**config.mk**
```make
export PLATFORM = sky130hd
export DESIGN_NAME = dma_ring_chan
export DESIGN_NICKNAME = d
export VERILOG_FILES = /design/src/rtl/dma_ring_pkg.sv /design/src/rtl/dma_desc_ram.sv /design/src/rtl/dma_irq_flag.sv /design/src/rtl/dma_ring_engine.sv /design/src/rtl/dma_ring_chan.sv
export SDC_FILE = /design/constraint.sdc
export NUM_CORES = 1
export LEC_CHECK = 0
export ABC_AREA = 1
export BUFFER_PORTS_ARGS = -buffer_cell sky130_fd_sc_hd__clkbuf_2
export CORE_ASPECT_RATIO = 0.9
export CORE_MARGIN = 1
export CORE_UTILIZATION = 50
export CTS_CLUSTER_DIAMETER = 120
export CTS_CLUSTER_SIZE = 30
export DETAILED_ROUTE_END_ITERATION = 8
export GPL_TIMING_DRIVEN = 1
export PLACE_DENSITY = 0.68
export SYNTH_ARGS = -nofsm -noshare
export SYNTH_HDL_FRONTEND = slang
export SYNTH_SLANG_ARGS = --single-unit
```
**constraint.sdc**
```tcl
create_clock -name clk -period 5.85 [get_ports clk]
set_input_delay 0.8775 -clock clk [delete_from_list [all_inputs] [get_ports clk]]
set_output_delay 0.8775 -clock clk [all_outputs]
set_load 0.1 [all_outputs]
```
**src/rtl/dma_ring_pkg.sv**
```systemverilog
package dma_ring_pkg;
    localparam int OWN_BIT = 31;
    localparam int CPL_BIT = 30;
    localparam int SOP_BIT = 29;
    localparam int EOP_BIT = 28;
    localparam int OFS_LSB = 23;
    localparam int OFS_W   = 5;
    localparam int LEN_W   = 16;
    localparam int WORD_W  = 32;

    typedef enum logic [1:0] {
        ST_IDLE  = 2'd0,
        ST_MOVE  = 2'd1,
        ST_WBACK = 2'd2
    } eng_st_e;
endpackage

```
**src/rtl/dma_desc_ram.sv**
```systemverilog
module dma_desc_ram
    import dma_ring_pkg::*;
#(
    parameter int DEPTH = 4,
    localparam int IDX_W = $clog2(DEPTH)
) (
    input  logic              clk,
    input  logic              rst_n,
    input  logic              sw_we,
    input  logic [IDX_W-1:0]  sw_idx,
    input  logic              sw_word,
    input  logic [WORD_W-1:0] sw_wdata,
    output logic [WORD_W-1:0] sw_rdata,
    input  logic [IDX_W-1:0]  eng_idx,
    output logic [WORD_W-1:0] eng_addr,
    output logic [WORD_W-1:0] eng_ctl,
    input  logic              wb_we,
    input  logic [WORD_W-1:0] wb_ctl
);
    logic [WORD_W-1:0] addr_q [DEPTH];
    logic [WORD_W-1:0] ctl_q  [DEPTH];

    for (genvar i = 0; i < DEPTH; i++) begin : g_entry
        logic [WORD_W-1:0] addr_d, ctl_d;
        logic sw_hit, wb_hit;

        always_comb begin
            sw_hit = sw_we && (sw_idx == IDX_W'(i));
            wb_hit = wb_we && (eng_idx == IDX_W'(i));
            addr_d = addr_q[i];
            ctl_d  = ctl_q[i];
            if (sw_hit && !sw_word) addr_d = sw_wdata;
            if (sw_hit && sw_word)  ctl_d  = sw_wdata;
            // engine write-back wins a collision on the control word
            if (wb_hit)             ctl_d  = wb_ctl;
        end

        always_ff @(posedge clk) begin
            if (!rst_n) begin
                addr_q[i] <= '0;
                ctl_q[i]  <= '0;
            end else begin
                addr_q[i] <= addr_d;
                ctl_q[i]  <= ctl_d;
            end
        end

        p_wb_returns_r7: assert property (@(posedge clk) disable iff (!rst_n)
            (wb_we && eng_idx == IDX_W'(i)) |=> (!ctl_q[i][OWN_BIT] && ctl_q[i][CPL_BIT]));
    end

    assign sw_rdata = sw_word ? ctl_q[sw_idx] : addr_q[sw_idx];
    assign eng_addr = addr_q[eng_idx];
    assign eng_ctl  = ctl_q[eng_idx];
endmodule

```
**src/rtl/dma_irq_flag.sv**
```systemverilog
module dma_irq_flag (
    input  logic clk,
    input  logic rst_n,
    input  logic set,
    input  logic ack,
    output logic irq
);
    logic irq_d, irq_q;

    always_comb begin
        irq_d = irq_q;
        if (ack) irq_d = 1'b0;
        if (set) irq_d = 1'b1;
    end

    always_ff @(posedge clk) begin
        if (!rst_n) irq_q <= 1'b0;
        else        irq_q <= irq_d;
    end

    assign irq = irq_q;

    p_irq_set_r9: assert property (@(posedge clk) disable iff (!rst_n)
        set |=> irq);
    p_irq_hold_r9: assert property (@(posedge clk) disable iff (!rst_n)
        (irq && !ack) |=> irq);
endmodule

```
**src/rtl/dma_ring_engine.sv**
```systemverilog
module dma_ring_engine
    import dma_ring_pkg::*;
#(
    parameter int DEPTH  = 4,
    parameter int BUF_AW = 12,
    localparam int IDX_W = $clog2(DEPTH)
) (
    input  logic              clk,
    input  logic              rst_n,
    input  logic              tx_mode,
    input  logic              chan_en,
    input  logic [WORD_W-1:0] cur_addr,
    input  logic [WORD_W-1:0] cur_ctl,
    output logic [IDX_W-1:0]  hw_idx,
    output logic              wb_we,
    output logic [WORD_W-1:0] wb_ctl,
    output logic              irq_set,
    input  logic              rx_valid,
    input  logic [7:0]        rx_data,
    input  logic              rx_last,
    output logic              rx_ready,
    output logic              tx_valid,
    output logic              tx_last,
    input  logic              tx_ready,
    output logic              buf_we,
    output logic [BUF_AW-1:0] buf_addr,
    output logic [7:0]        buf_wdata
);
    typedef struct packed {
        eng_st_e           st;
        logic [IDX_W-1:0]  idx;
        logic [LEN_W-1:0]  cnt;
        logic [LEN_W-1:0]  lim;
        logic [BUF_AW-1:0] base;
        logic [OFS_W-1:0]  ofs;
        logic              eop_in;
        logic              sop_pend;
        logic              eop_out;
    } eng_s;

    eng_s r_d, r_q;
    logic [LEN_W-1:0] cnt_inc;
    logic             last_slot;

    always_comb begin
        r_d       = r_q;
        rx_ready  = 1'b0;
        tx_valid  = 1'b0;
        tx_last   = 1'b0;
        buf_we    = 1'b0;
        wb_we     = 1'b0;
        irq_set   = 1'b0;
        wb_ctl    = cur_ctl;
        cnt_inc   = r_q.cnt + LEN_W'(1);
        last_slot = (cnt_inc == r_q.lim);
        buf_addr  = r_q.base + BUF_AW'(r_q.ofs) + BUF_AW'(r_q.cnt);
        buf_wdata = rx_data;

        unique case (r_q.st)
            ST_IDLE: begin
                if (chan_en && cur_ctl[OWN_BIT]) begin
                    r_d.base    = cur_addr[BUF_AW-1:0];
                    r_d.ofs     = cur_ctl[OFS_LSB +: OFS_W];
                    r_d.lim     = cur_ctl[LEN_W-1:0];
                    r_d.eop_in  = cur_ctl[EOP_BIT];
                    r_d.cnt     = '0;
                    r_d.eop_out = 1'b0;
                    r_d.st      = (cur_ctl[LEN_W-1:0] == '0) ? ST_WBACK : ST_MOVE;
                end
            end
            ST_MOVE: begin
                if (tx_mode) begin
                    tx_valid = 1'b1;
                    tx_last  = r_q.eop_in && last_slot;
                    if (tx_ready) begin
                        r_d.cnt = cnt_inc;
                        if (last_slot) r_d.st = ST_WBACK;
                    end
                end else begin
                    rx_ready = 1'b1;
                    if (rx_valid) begin
                        buf_we  = 1'b1;
                        r_d.cnt = cnt_inc;
                        if (rx_last) begin
                            r_d.eop_out = 1'b1;
                            r_d.st      = ST_WBACK;
                        end else if (last_slot) begin
                            r_d.eop_out = 1'b0;
                            r_d.st      = ST_WBACK;
                        end
                    end
                end
            end
            ST_WBACK: begin
                wb_we            = 1'b1;
                irq_set          = 1'b1;
                wb_ctl[OWN_BIT]  = 1'b0;
                wb_ctl[CPL_BIT]  = 1'b1;
                if (!tx_mode) begin
                    wb_ctl[SOP_BIT]     = r_q.sop_pend;
                    wb_ctl[EOP_BIT]     = r_q.eop_out;
                    wb_ctl[LEN_W-1:0]   = r_q.cnt;
                    r_d.sop_pend        = r_q.eop_out;
                end
                r_d.idx = (r_q.idx == IDX_W'(DEPTH - 1)) ? '0 : r_q.idx + IDX_W'(1);
                r_d.st  = ST_IDLE;
            end
            default: r_d.st = ST_IDLE;
        endcase
    end

    always_ff @(posedge clk) begin
        if (!rst_n) begin
            r_q          <= '0;
            r_q.st       <= ST_IDLE;
            r_q.sop_pend <= 1'b1;
        end else begin
            r_q <= r_d;
        end
    end

    assign hw_idx = r_q.idx;

    p_stall_r2: assert property (@(posedge clk) disable iff (!rst_n)
        (r_q.st == ST_IDLE && !cur_ctl[OWN_BIT]) |=> (r_q.st == ST_IDLE));
    p_gate_r11: assert property (@(posedge clk) disable iff (!rst_n)
        (r_q.st == ST_IDLE && !chan_en) |=> (r_q.st == ST_IDLE));
    p_cnt_bound_r5: assert property (@(posedge clk) disable iff (!rst_n)
        (r_q.st == ST_MOVE) |-> (r_q.cnt < r_q.lim));
    p_tx_hold_r10: assert property (@(posedge clk) disable iff (!rst_n)
        (tx_valid && !tx_ready) |=> (tx_valid && $stable(buf_addr)));
    p_advance_r8: assert property (@(posedge clk) disable iff (!rst_n)
        (r_q.st == ST_WBACK) |=>
        (r_q.idx == (($past(r_q.idx) == IDX_W'(DEPTH - 1)) ? '0 : $past(r_q.idx) + IDX_W'(1))));
endmodule

```
**src/rtl/dma_ring_chan.sv**
```systemverilog
module dma_ring_chan
    import dma_ring_pkg::*;
#(
    parameter int DEPTH  = 4,
    parameter int BUF_AW = 12,
    localparam int IDX_W = $clog2(DEPTH)
) (
    input  logic              clk,
    input  logic              rst_n,
    input  logic              tx_mode,
    input  logic              chan_en,
    input  logic              sw_we,
    input  logic [IDX_W-1:0]  sw_idx,
    input  logic              sw_word,
    input  logic [31:0]       sw_wdata,
    output logic [31:0]       sw_rdata,
    input  logic              rx_valid,
    input  logic [7:0]        rx_data,
    input  logic              rx_last,
    output logic              rx_ready,
    output logic              tx_valid,
    output logic [7:0]        tx_data,
    output logic              tx_last,
    input  logic              tx_ready,
    output logic              buf_we,
    output logic [BUF_AW-1:0] buf_addr,
    output logic [7:0]        buf_wdata,
    input  logic [7:0]        buf_rdata,
    output logic              irq,
    input  logic              irq_ack
);
    logic [IDX_W-1:0]  hw_idx;
    logic [WORD_W-1:0] cur_addr, cur_ctl, wb_ctl;
    logic              wb_we, irq_set;

    dma_desc_ram #(.DEPTH(DEPTH)) u_ram (
        .clk      (clk),
        .rst_n    (rst_n),
        .sw_we    (sw_we),
        .sw_idx   (sw_idx),
        .sw_word  (sw_word),
        .sw_wdata (sw_wdata),
        .sw_rdata (sw_rdata),
        .eng_idx  (hw_idx),
        .eng_addr (cur_addr),
        .eng_ctl  (cur_ctl),
        .wb_we    (wb_we),
        .wb_ctl   (wb_ctl)
    );

    dma_ring_engine #(.DEPTH(DEPTH), .BUF_AW(BUF_AW)) u_eng (
        .clk       (clk),
        .rst_n     (rst_n),
        .tx_mode   (tx_mode),
        .chan_en   (chan_en),
        .cur_addr  (cur_addr),
        .cur_ctl   (cur_ctl),
        .hw_idx    (hw_idx),
        .wb_we     (wb_we),
        .wb_ctl    (wb_ctl),
        .irq_set   (irq_set),
        .rx_valid  (rx_valid),
        .rx_data   (rx_data),
        .rx_last   (rx_last),
        .rx_ready  (rx_ready),
        .tx_valid  (tx_valid),
        .tx_last   (tx_last),
        .tx_ready  (tx_ready),
        .buf_we    (buf_we),
        .buf_addr  (buf_addr),
        .buf_wdata (buf_wdata)
    );

    dma_irq_flag u_irq (
        .clk   (clk),
        .rst_n (rst_n),
        .set   (irq_set),
        .ack   (irq_ack),
        .irq   (irq)
    );

    assign tx_data = buf_rdata;

    p_reset_quiet_r1: assert property (@(posedge clk)
        !rst_n |=> (!irq && !rx_ready && !tx_valid && !buf_we));
endmodule

```
==> results of run 1 <==
==> cells in the final DEF (no fill, tap or decap), types with 2 or more instances in the layout <==
cell type	n
nand2_1	306
edfxtp_1	256
nor2_1	251
o21ai_0	219
a21oi_1	196
inv_1	177
clkbuf_2	92
a22oi_1	63
nand3_1	62
dfxtp_1	58
buf_4	35
a31oi_1	31
nand4_1	28
o21ai_1	22
a211oi_1	21
ha_1	21
inv_2	16
nand2_2	16
o22ai_1	15
clkbuf_16	15
nor3_1	11
xor2_1	10
nor2_4	10
nor2_2	8
o211ai_1	7
clkbuf_1	7
fa_1	6
o2111ai_1	5
a32o_1	4
xnor2_1	3
nor4_1	3
o21ai_4	3
nand3b_1	3
a32oi_1	2
o21ai_2	2
a221oi_1	2
a21oi_2	2
clkinv_1	2
==> how the worst max path moves through the flow <==
stage                    to  cells after the start
2_1_floorplan  buf_addr[11]                     13
3_3_place_gp   sw_rdata[15]                      9
3_5_place_dp   sw_rdata[15]                      9
4_1_cts        buf_addr[11]                     14
5_1_grt        buf_addr[11]                     14
6_report       buf_addr[11]                     14
==> state kept, by name (all words and copies together), names as in the netlist, named ones only <==
name          count
u_ram.addr_q    128
u_ram.ctl_q     128
u_eng.r_q        54
u_eng.hw_idx      2
u_irq.irq         1
==> routing by layer <==
layer,global-route usage [%],part of all wire (%),up-vias
met3,4.46,12,86
met5,0,0,-
met2,50.1,45,985
li1,-,-,6856
met1,46.3,42,7282
met4,9.21,2.2,0
==> kinds of logic (layout without fill, tap and decap cells) <==
group           Yosys count  in the layout  synth area share (%)
compound gates          599            599                  19.8
xor+xnor                 13             13                 0.668
fa+ha+maj                27             27                  2.24
buf+inv                 338            347                  8.14
flops                   315            315                  52.0
simple gates            701            701                  17.2
==> power breakdown <==
part / internal [W] / leakage (nW) / switching [W] / total, W
sequential: 0.00272 / 3.05 / 0.000206 / 0.00292
combinational: 0.000576 / 4.14 / 0.00211 / 0.00269
clock: 0.000492 / 0.204 / 0.000732 / 0.00122
total: 0.00378 / 7.40 / 0.00305 / 0.00683
==> area by class of cell <==
| type | instances | share of cell area [%] |
|---|---|---|
| clock buffer | 22 | 2.21 |
| clock inverter | 2 | 0.0963 |
| inverter | 195 | 4.02 |
| multi-input combinational | 1340 | 37.7 |
| sequential | 315 | 48.7 |
| tap | 455 | 3.13 |
| timing repair buffer | 128 | 4.08 |
==> critical path: stages, from the launching register on <==
cell,delay (ns)
dfxtp_1,0.41
inv_1,0.16
fa_1,0.39
inv_1,0.07
ha_1,0.15
inv_1,0.08
fa_1,0.45
o21ai_0,0.30
a21boi_0,0.19
o21ai_0,0.28
a21oi_1,0.11
nor2_1,0.10
nor2_1,0.05
xor2_1,0.12
clkbuf_2,0.47
==> through the flow <==
stage | setup slack, ns | instance area, um^2 | power [W]
2_1_floorplan | 1.11 | 17100 | 0.00491
3_3_place_gp | 1.52 | 17800 | 0.00556
3_5_place_dp | 1.52 | 17800 | 0.00561
4_1_cts | 1.11 | 18200 | 0.00678
5_1_grt | 0.821 | 18200 | 0.00712
6_report | 1.10 | 18200 | 0.00683
==> impl_results.md, run 1 <==
- Leak: approximately 7.4 nW
- Vias in the first global route: 14100
- Hold path start: u_eng.r_q[18]
- Global-route wire length before repair: about 84 mm
- Filler Cell Count: ~3100
- DR vias/cell: ~6.2
- Total Nets Final: between 2000 and 2500
- Avg Synthesized Cell Area: between 8 and 9 um^2
- Clk slew on worst S/H paths: between 0.1 and 0.15 ns
- CP startpoint kind: flip-flop
- Worst-Margin Slew: around 1.1 ns
- DR pass1 iterations: 6
- Crit end category: output port
- Synthesized Nets: ~2100
- Clk_lat worst skew: around 0.53 ns
- Starting Density: between 50% and 60%
- Hold Vio Cnt, Final: 0
- Post-Syn Area: 17100 um^2
- Hold EP: u_eng.r_q[18]
- Finished Layout Cells: 2457
- Yosys cell types: 46
- Synth area leaders: edfxtp_1 (45%), dfxtp_1 (6.9%), nand2_1 (6.8%)
- Fmax: ~210 MHz
- Antenna Cells: 0
- ANT nets after route: 0
- Placed insts: roughly 2400
- Hold Crit Class: flip-flop to flip-flop
- IO Port Bufs: a little over 90
- Min Hold Slack: 0.484 ns
- Slew Viols, Final: 0
- Max capacitance violation total: 0
- Flop2flop setup slack: between 2 and 2.5 ns
- Max FO, Critical Path: 5
- Full die area: 34900 um^2
- Max rail drop VDD: 0.381 mV
- CTS tree: yes
- Number of synthesized flops with an enable pin: around 260
- Syn Inst Count: roughly 2000
- CTS Buf Count: 14
- Detailed Place HPWL: around 36 mm
- Reg-to-reg critical path endpoint: u_eng.r_q[7]
- Post-synthesis register bit count: between 300 and 400
- DRC violations left: 0
- Grt total ovfl: 0
- Avg WL per Cell: around 23 um
- Post-synth top area share: about 45%
- Synth area leader: edfxtp_1
- Total Routed Length: 56.2 mm
- Worst EP required: a little under 5 ns
- Initial antenna violation count: 1
- Die width: ~200 um
- Final TNS setup: 0 ns
- Cts repair resizes: 0
- Layout cells sized above 1: between 10% and 20%
- Root Driver: clkbuf_16
- Worst setup startpoint: u_eng.r_q[36]
- RSZ-0062 raised after global routing: no
- Layout area overhead: 6.69%
- CTS Hold Buffers Added: 0
- Worst clock skew: between 0.015 and 0.02 ns
- H-Tree Depth: 1
- Number of synthesis warnings: 0
- Worst R2R Path Depth: 9
- Hold Path Depth: 2
- Utilization after layout: a little over half
- # rows: 63
- Count of clock tree sinks: approximately 320
- Die Ht: roughly 180 um
- Initial DRC count: between 2000 and 2500
- Core Region: between 30000 and 40000 um^2
- Footprint of the multi-input gates: ~7000 um^2
- PwrDens: 376 nW/um^2
- Post-synthesis sequential area ratio: roughly half
- Post-layout min period: about 4.7 ns
- Arrival @ worst endpoint: roughly 3.9 ns
- Most used DFF post-synth: edfxtp_1
- Period utilisation layout: between 80% and 90%
- Largest net degree at the start of global routing: 67
- Commonest cells post-synth: nand2_1 (311), edfxtp_1 (256), nor2_1 (254), o21ai_0 (222), a21oi_1 (196)
- Via count: approximately 15000
- Post-synth ARST share: 0%
- Critical path class: flip-flop to output port
- CTS max path bufs: 3
- Most common cell in the netlist: nand2_1
- GPL Wtd Cong: 0.875
- Status: complete, no violations
- Post-CTS Setup Inserts: 0
- GRT Total Usage: between 30% and 40%
- Count of final setup violators: 0
- Top Ports: 125
- Rel. slew slack: about a quarter
- FF+latch area: just under 9000 um^2
Power figures use the tool's default switching activity.
==> run 2: changes to the inputs <==
- PLACE_DENSITY: 0.68 -> 0.71
- clock period: 5.85 -> 4.2 ns (I/O delays scaled with it)
==> run 2 against run 1 <==
Sequential power grew 38%. Worst hold slack lost 0.14 ns. Cell count grew 0.81%. Critical endpoint unchanged. Largest cell class unchanged.
==> impl_results.md, run 2 (synthesis gave the netlist of run 1 again) <==
- Initial DRC count: 2214 (-0.67%)
- Worst R2R Path Depth: 10 (+1)
- DR vias/cell: 6.23 (+0.69%)
- Count of clock tree sinks: 315 (unchanged)
- PwrDens: 521 nW/um^2 (+39%)
- Worst Slack Setup Final: 0.269 ns (-0.831 ns)
- CP cell instances: fa_1, ha_1, inv_1, fa_1, o21ai_2, a21boi_1, o21ai_1, a21oi_1, nor2_1, nor2_1, xor2_2, buf_12
- Hold Crit Class: input port to flip-flop
- CTS max path bufs: 3 (unchanged)
- Top Ports: 125 (unchanged)
- Reg-to-reg critical path endpoint: u_eng.r_q[8]
- Worst clock skew: 0.0217 ns (+0.00541 ns)
- Starting Density: 51.3% (unchanged)
- Clk slew on worst S/H paths: 0.12 ns (about the same)
- Post-place setup slack: 0.503 ns (-1.02 ns)
- RSZ-0062 raised after global routing: no
- Max rail drop VDD: 0.348 mV (-8.8%)
- Layout area overhead: 8.36%
- Most frequent cells in the layout: nand2_1 (310), edfxtp_1 (256), nor2_1 (251), o21ai_0 (217), a21oi_1 (196)
- Die width: 197 um (unchanged)
- H-Tree Depth: 1 (unchanged)
- Final TNS setup: 0 ns (unchanged)
- Via count: 15400 (+1.5%)
- IO Port Bufs: 92 (unchanged)
- Placed insts: 2453 (+0.82%)
- Grt total ovfl: 0 (unchanged)
- Leak: 7.53 nW (+1.9%)
- DR pass1 iterations: 5 (-1)
- Min Hold Slack: 0.346 ns (-0.138 ns)
- CTS Hold Buffers Added: 0 (unchanged)
- WP buf/inv: 2 (-2)
- CTS tree: yes
- Critical path class: flip-flop to output port
- # rows: 63 (unchanged)
- Hold Vio Cnt, Final: 0 (unchanged)
- Top Family by Delay on Critical Path: adder cells
- GRT Total Usage: 31.8% (-0.14 points)
- Critical path's slowest cell: fa_1
- Core Region: 33300 um^2 (unchanged)
- Root Driver: clkbuf_16
- Slew Viols, Final: 0 (unchanged)
- Antenna Cells: 0 (unchanged)
- Flop2flop setup slack: 1.10 ns (-1.24 ns)
- Period utilisation layout: a little over 90%
- Post-CTS Setup Inserts: 0 (unchanged)
- Worst-Margin Slew: 1.13 ns (+0.00452 ns)
- Finished Layout Cells: 2477 (+0.81%)
- Fmax: around 250 MHz
- ANT nets after route: 0 (unchanged)
- Global-route wire length before repair: 84.2 mm (+0.42%)
- Status: complete, no violations
- Post-layout min period: just under 4 ns
- Die Ht: 177 um (unchanged)
- Max FO, Critical Path: 6 (+1)
- Max capacitance violation total: 0 (unchanged)
- Worst EP required: 3.57 ns (-1.40 ns)
- DRC violations left: 0 (unchanged)
- CP startpoint kind: flip-flop
- Full die area: 34900 um^2 (unchanged)
- Initial antenna violation count: 1 (unchanged)
- Filler Cell Count: 3003 (-3.7%)
- CTS Buf Count: 14 (unchanged)
- Arrival @ worst endpoint: 3.30 ns (-0.57 ns)
- GPL Wtd Cong: 0.956 (+9.2%)
- Hold EP: u_irq.irq
- Hold path start: irq_ack
- Clk_lat worst skew: 0.52 ns (about the same)
- Layout cells sized above 1: 11.3% (+0.99 points)
- Crit path largest cell delay: 0.51 ns (+0.04 ns)
- Biggest regs: u_ram.addr_q: 128 flops, u_ram.ctl_q: 128 flops, u_eng.r_q: 54 flops
- Avg WL per Cell: 22.7 um (-0.87%)
- Total Routed Length: 56.2 mm (about the same)
- Count of final setup violators: 0 (unchanged)
- Rel. slew slack: 24.7% (-0.30 points)
- Total Nets Final: 2101 (+0.96%)
- Hold Path Depth: 4 (+2)
- Leading cell type in the layout, fill and taps excluded: nand2_1
- Vias in the first global route: 14400 (+1.6%)
- Crit end category: output port
- Detailed Place HPWL: 37.2 mm (+4.0%)
- Largest net degree at the start of global routing: 61 (-9.0%)
## run 2: cell types whose count changed in the layout (fill, tap and decap cells not counted), sizes merged
cell / previous run / this run
clkbuf: 114 / 113
inv: 195 / 193
clkinv: 2 / 3
buf: 36 / 58
## run 2: worst max-delay path by stage
stage	start	endpoint	slack [ns]	cells past startpoint
6_report	u_eng.r_q[37]	buf_addr[11]	0.27	12
5_1_grt	u_eng.r_q[36]	buf_addr[11]	0.06	14
4_1_cts	u_eng.r_q[36]	buf_addr[11]	0.03	14
3_5_place_dp	u_eng.r_q[36]	buf_addr[11]	0.50	14
3_3_place_gp	u_eng.r_q[36]	buf_addr[11]	0.55	14
2_1_floorplan	sw_idx[1]	sw_rdata[31]	0.04	6
## run 2: power by group
part	leakage [nW]	switching [W]	total (W)	internal [W]
clock network	0.212	0.00103	0.00176	0.000722
registers	3.05	0.000234	0.00402	0.00378
logic	4.27	0.00301	0.00386	0.000850
total	7.53	0.00428	0.00964	0.00536
## run 2: area by class of cell
| class | instances | area [um^2] | area share, % |
|---|---|---|---|
| Clock buffer | 23 | 427 | 2.31 |
| Clock inverter | 1 | 16.3 | 0.0880 |
| Inverter | 195 | 732 | 3.96 |
| Multi-Input combinational cell | 1340 | 6880 | 37.2 |
| Sequential cell | 315 | 8870 | 48.0 |
| Tap cell | 455 | 569 | 3.08 |
| Timing Repair Buffer | 148 | 988 | 5.35 |
## run 2: metrics by stage
step / utilization (%) / instance area, um^2 / total power, W
after global routing: 55.6 / 18500 / 0.0100
after global placement: 54.2 / 18000 / 0.00778
final: 55.6 / 18500 / 0.00964
after floorplan: - / 17100 / 0.00684
after detailed placement: 54.2 / 18000 / 0.00785
after CTS: 55.5 / 18500 / 0.00953
## run 2: layer usage
metal / part of all wire (%) / GRT usage [%]
met2: 43 / 48.3
met1: 41 / 46.3
met5: 0 / 0
met3: 13 / 5.14
met4: 3.2 / 10.7
## run 2: repair_timing
| action | 4_1_cts | 5_1_grt |
|---|---|---|
| pin swaps | 0 | 1 |
| gates resized for setup | 1 | 8 |
| setup endpoints to repair | 2 | 3 |
## run 2: worst min-delay path, stage by stage
cell and delay [ns]:
clkbuf_2 0.07, inv_1 0.03, nand2_1 0.04, a21oi_1 0.05
==> run 3: changes to the inputs <==
- ABC_AREA: 1 -> not set
- CORE_ASPECT_RATIO: 0.9 -> not set
- GPL_TIMING_DRIVEN: 1 -> 0
==> run 3 against run 2 <==
Synthesized cell count fell by 27%. First-iteration DRC count fell by 29%. Non-clock buffer count rose by 97. Die area rose by 0.57%. Total power fell by 33%. Sequential power fell by 10%. Critical path type unchanged. Sequential cell count did not move. Cell count fell by 18%. Clock power fell by 4%. Utilization rose by 0.71 points.
==> impl_results.md, run 3 <==
- DR pass1 iterations: 6 (+1)
- Post-Syn Area: 17200 um^2 (+0.58%)
- Total Nets Final: 1673 (-20%)
- XOR/XNOR Fraction of Synth Area: 1.33% (+0.66 points)
- GRT Total Usage: 28.3% (-3.5 points)
- CTS Hold Buffers Added: 0 (unchanged)
- # rows: 67 (+6.3%)
- Largest family of logic cells by synthesized area: multiplexers
- Arrival @ worst endpoint: 3.38 ns (+0.08 ns)
- Uppermost routed layer: met4
- Starting Density: 51.0% (-0.24 points)
- Top Ports: 125 (unchanged)
- Status: complete, no violations
- Met2 routed WL: 24.0 mm (-1.3%)
- Placed insts: 2018 (-18%)
- Number of synthesized flops with an enable pin: 256 (unchanged)
- DRC violations left: 0 (unchanged)
- Post-CTS Setup Inserts: 0 (unchanged)
- Hold Vio Cnt, Final: 0 (unchanged)
- Max rail drop VDD: 0.302 mV (-13%)
- Post-synthesis register bit count: 315 (unchanged)
- Rel. slew slack: 18.6% (-6.1 points)
- Antenna Cells: 0 (unchanged)
- Post-layout min period: 4.01 ns (+0.0798 ns)
- GPL Wtd Cong: 0.936 (-2.2%)
- Crit end category: output port
- Die Ht: 187 um (+5.7%)
- CTS Buf Count: 14 (unchanged)
- Layout cells sized above 1: 20.5% (+9.2 points)
- Post-synth top area share: 44.8% (-0.26 points)
- Worst EP required: 3.57 ns (about the same)
- Sequential power share: 55.7% (+14 points)
- Global-route wire length before repair: 75.1 mm (-11%)
- Mux contribution to synthesized area: 17.4% (+17 points)
- Grt total ovfl: 0 (unchanged)
- Count of clock tree sinks: 315 (unchanged)
- Switching Share: 29.8% (-15 points)
- Final TNS setup: 0 ns (unchanged)
- Worst-Margin Slew: 1.21 ns (+0.0859 ns)
- Most common cell in the netlist: edfxtp_1
- NetSw: 0.00193 W (-55%)
- Leak: 6.69 nW (-11%)
- Post-synth ARST share: 0% (unchanged)
- Total Routed Length: 49.6 mm (-12%)
- Count of final setup violators: 0 (unchanged)
- DR vias/cell: 6.30 (+1.0%)
- Fmax: 249 MHz (-2.0%)
- Clk_lat worst skew: 0.54 ns (+0.02 ns)
- Yosys cell types: 57 (+24%)
- Critical path class: flip-flop to output port
- Finished Layout Cells: 2042 (-18%)
- Most used DFF post-synth: edfxtp_1
- CTS tree: yes
- CTS max path bufs: 3 (unchanged)
- Core Region: 33600 um^2 (+1.1%)
- Clk slew on worst S/H paths: 0.11 ns (about the same)
- Placed inst area: 18400 um^2 (+2.3%)
- Compound-Gate Fraction of Synth Area: 8.28% (-11 points)
- Root Driver: clkbuf_16
- Commonest cells post-synth: edfxtp_1 (256), nand2_1 (206), and2_1 (133), nor2_1 (116), mux4_2 (107)
- Max capacitance violation total: 0 (unchanged)
- Biggest regs: u_ram.addr_q: 128 flops, u_ram.ctl_q: 128 flops, u_eng.r_q: 54 flops
- Vias in the first global route: 12700 (-12%)
- Clock share of power: 26.2% (+8.0 points)
- Max FO, Critical Path: 3 (-3)
- Flop2flop setup slack: 0.92 ns (-0.18 ns)
- Hold Crit Class: input port to flip-flop
- Avg WL per Cell: 24.3 um (+7.1%)
- Number of synthesis warnings: 0 (unchanged)
- DR WL met3: 4.68 mm (-34%)
- Die width: 187 um (-4.8%)
- Min Hold Slack: 0.382 ns (+0.0360 ns)
- Met1 WL: 18.9 mm (-18%)
- Internal Power: 0.00453 W (-15%)
- Simple-gate area share of the yosys netlist: 15.3% (-1.9 points)
- Via count: 12900 (-17%)
- RSZ-0062 raised after global routing: no
- Full die area: 35100 um^2 (+0.57%)
- H-Tree Depth: 1 (unchanged)
- Largest net degree at the start of global routing: 33 (-46%)
- Worst clock skew: 0.0405 ns (+0.0188 ns)
- Period utilisation layout: 95.5% (+1.9 points)
- Adder-cell area share of the yosys netlist: 2.23% (-0.013 points)
- Detailed Place HPWL: 34.8 mm (-6.6%)
- Final Cell Area: 18900 um^2 (+2.4%)
- Comb power frac: 18.1% (-22 points)
- Layout area overhead: 10.3%
- IO Port Bufs: 106 (+15%)
- CP startpoint kind: flip-flop
- Synth area leader: edfxtp_1
- Initial DRC count: 1569 (-29%)
- Initial antenna violation count: 0 (-1)
- ANT nets after route: 0 (unchanged)
- PwrDens: 342 nW/um^2 (-34%)
- Syn Inst Count: 1456 (-27%)
- Most frequent cells in the layout: edfxtp_1 (256), nand2_1 (206), and2_1 (133), nor2_1 (115), mux4_2 (107)
- Post-synthesis sequential area ratio: 51.7% (-0.30 points)
- Avg Synthesized Cell Area: 11.8 um^2 (+38%)
- Synth area leaders: edfxtp_1 (45%), mux4_2 (14%), dfxtp_1 (6.9%)
- Slew Viols, Final: 0 (unchanged)
- Synthesized Nets: 1543 (-26%)
- Leading cell type in the layout, fill and taps excluded: edfxtp_1
## run 3: cell count changes in the layout (fill, tap and decap cells not counted), sizes merged, moves of 62 or more
cell / before / now
nand2: 322 / 206
a21oi: 198 / 107
mux4: 0 / 107
clkbuf: 113 / 213
nor2: 269 / 117
inv: 193 / 19
a22oi: 63 / 1
o21ai: 246 / 28
and2: 1 / 133
## run 3: logic make-up (layout without fill, tap and decap cells)
kind of cell,after synthesis,after routing
and+or+nand+nor,545,545
DFF,315,315
AOI/OAI and AO/OA,233,233
muxes,160,160
buffers and inverters,150,288
adders and majority gates,27,27
xor gates and xnor gates,26,26
## run 3: cell type report
type,count,area (um^2)
Multi-Input combinational cell,991,7720
Buffer,131,586
Clock buffer,22,402
Timing Repair Buffer,114,682
Clock inverter,2,21.3
Sequential cell,315,8870
Inverter,19,71.3
Fill cell,2850,14700
Tap cell,448,561
## run 3: through the flow
step	utilization [%]	power, W	setup slack (ns)
floorplan	-	0.00451	-0.140
global placement	54.3	0.00479	-2.93
detailed placement	54.9	0.00483	0.295
CTS	56.2	0.00646	0.0150
global route	56.3	0.00661	0.00318
finish	56.3	0.00646	0.189
## run 3: path summary, 6_finish.rpt
path	from	to	cells after the start
min reg2reg	u_irq.irq	u_irq.irq	2
max	u_eng.r_q[5]	buf_addr[10]	10
min	irq_ack	u_irq.irq	3
max reg2reg	u_eng.r_q[54]	u_ram.ctl_q[0][5]	7
## run 3: critical path, cell delays in order (launching register included)
cell,delay (ns)
dfxtp_1,0.34
fa_1,0.56
ha_1,0.23
a21o_1,0.18
a21oi_1,0.22
o21ai_0,0.14
a21oi_2,0.18
o21ai_0,0.18
a2111oi_0,0.44
nand4b_1,0.18
buf_6,0.23
## run 3: metal layers
layer,vias up,track usage (%)
li1,5624,-
met1,6315,37.4
met2,776,47.4
met3,143,4.35
met4,0,10.6
met5,-,0
## run 3: power groups by stage
stage          sequential [W]  clock [W]  combinational (W)
2_1_floorplan         0.00364          0           0.000868
3_3_place_gp          0.00367          0            0.00112
3_5_place_dp          0.00367          0            0.00116
4_1_cts               0.00360    0.00170            0.00116
5_1_grt               0.00361    0.00178            0.00122
6_report              0.00360    0.00169            0.00117
## run 3: timing repair
action	in CTS	in global routing
setup endpoints to repair	3	5
pin swaps	0	4
endpoints found under the hold margin	0	0
gates resized for setup	6	10
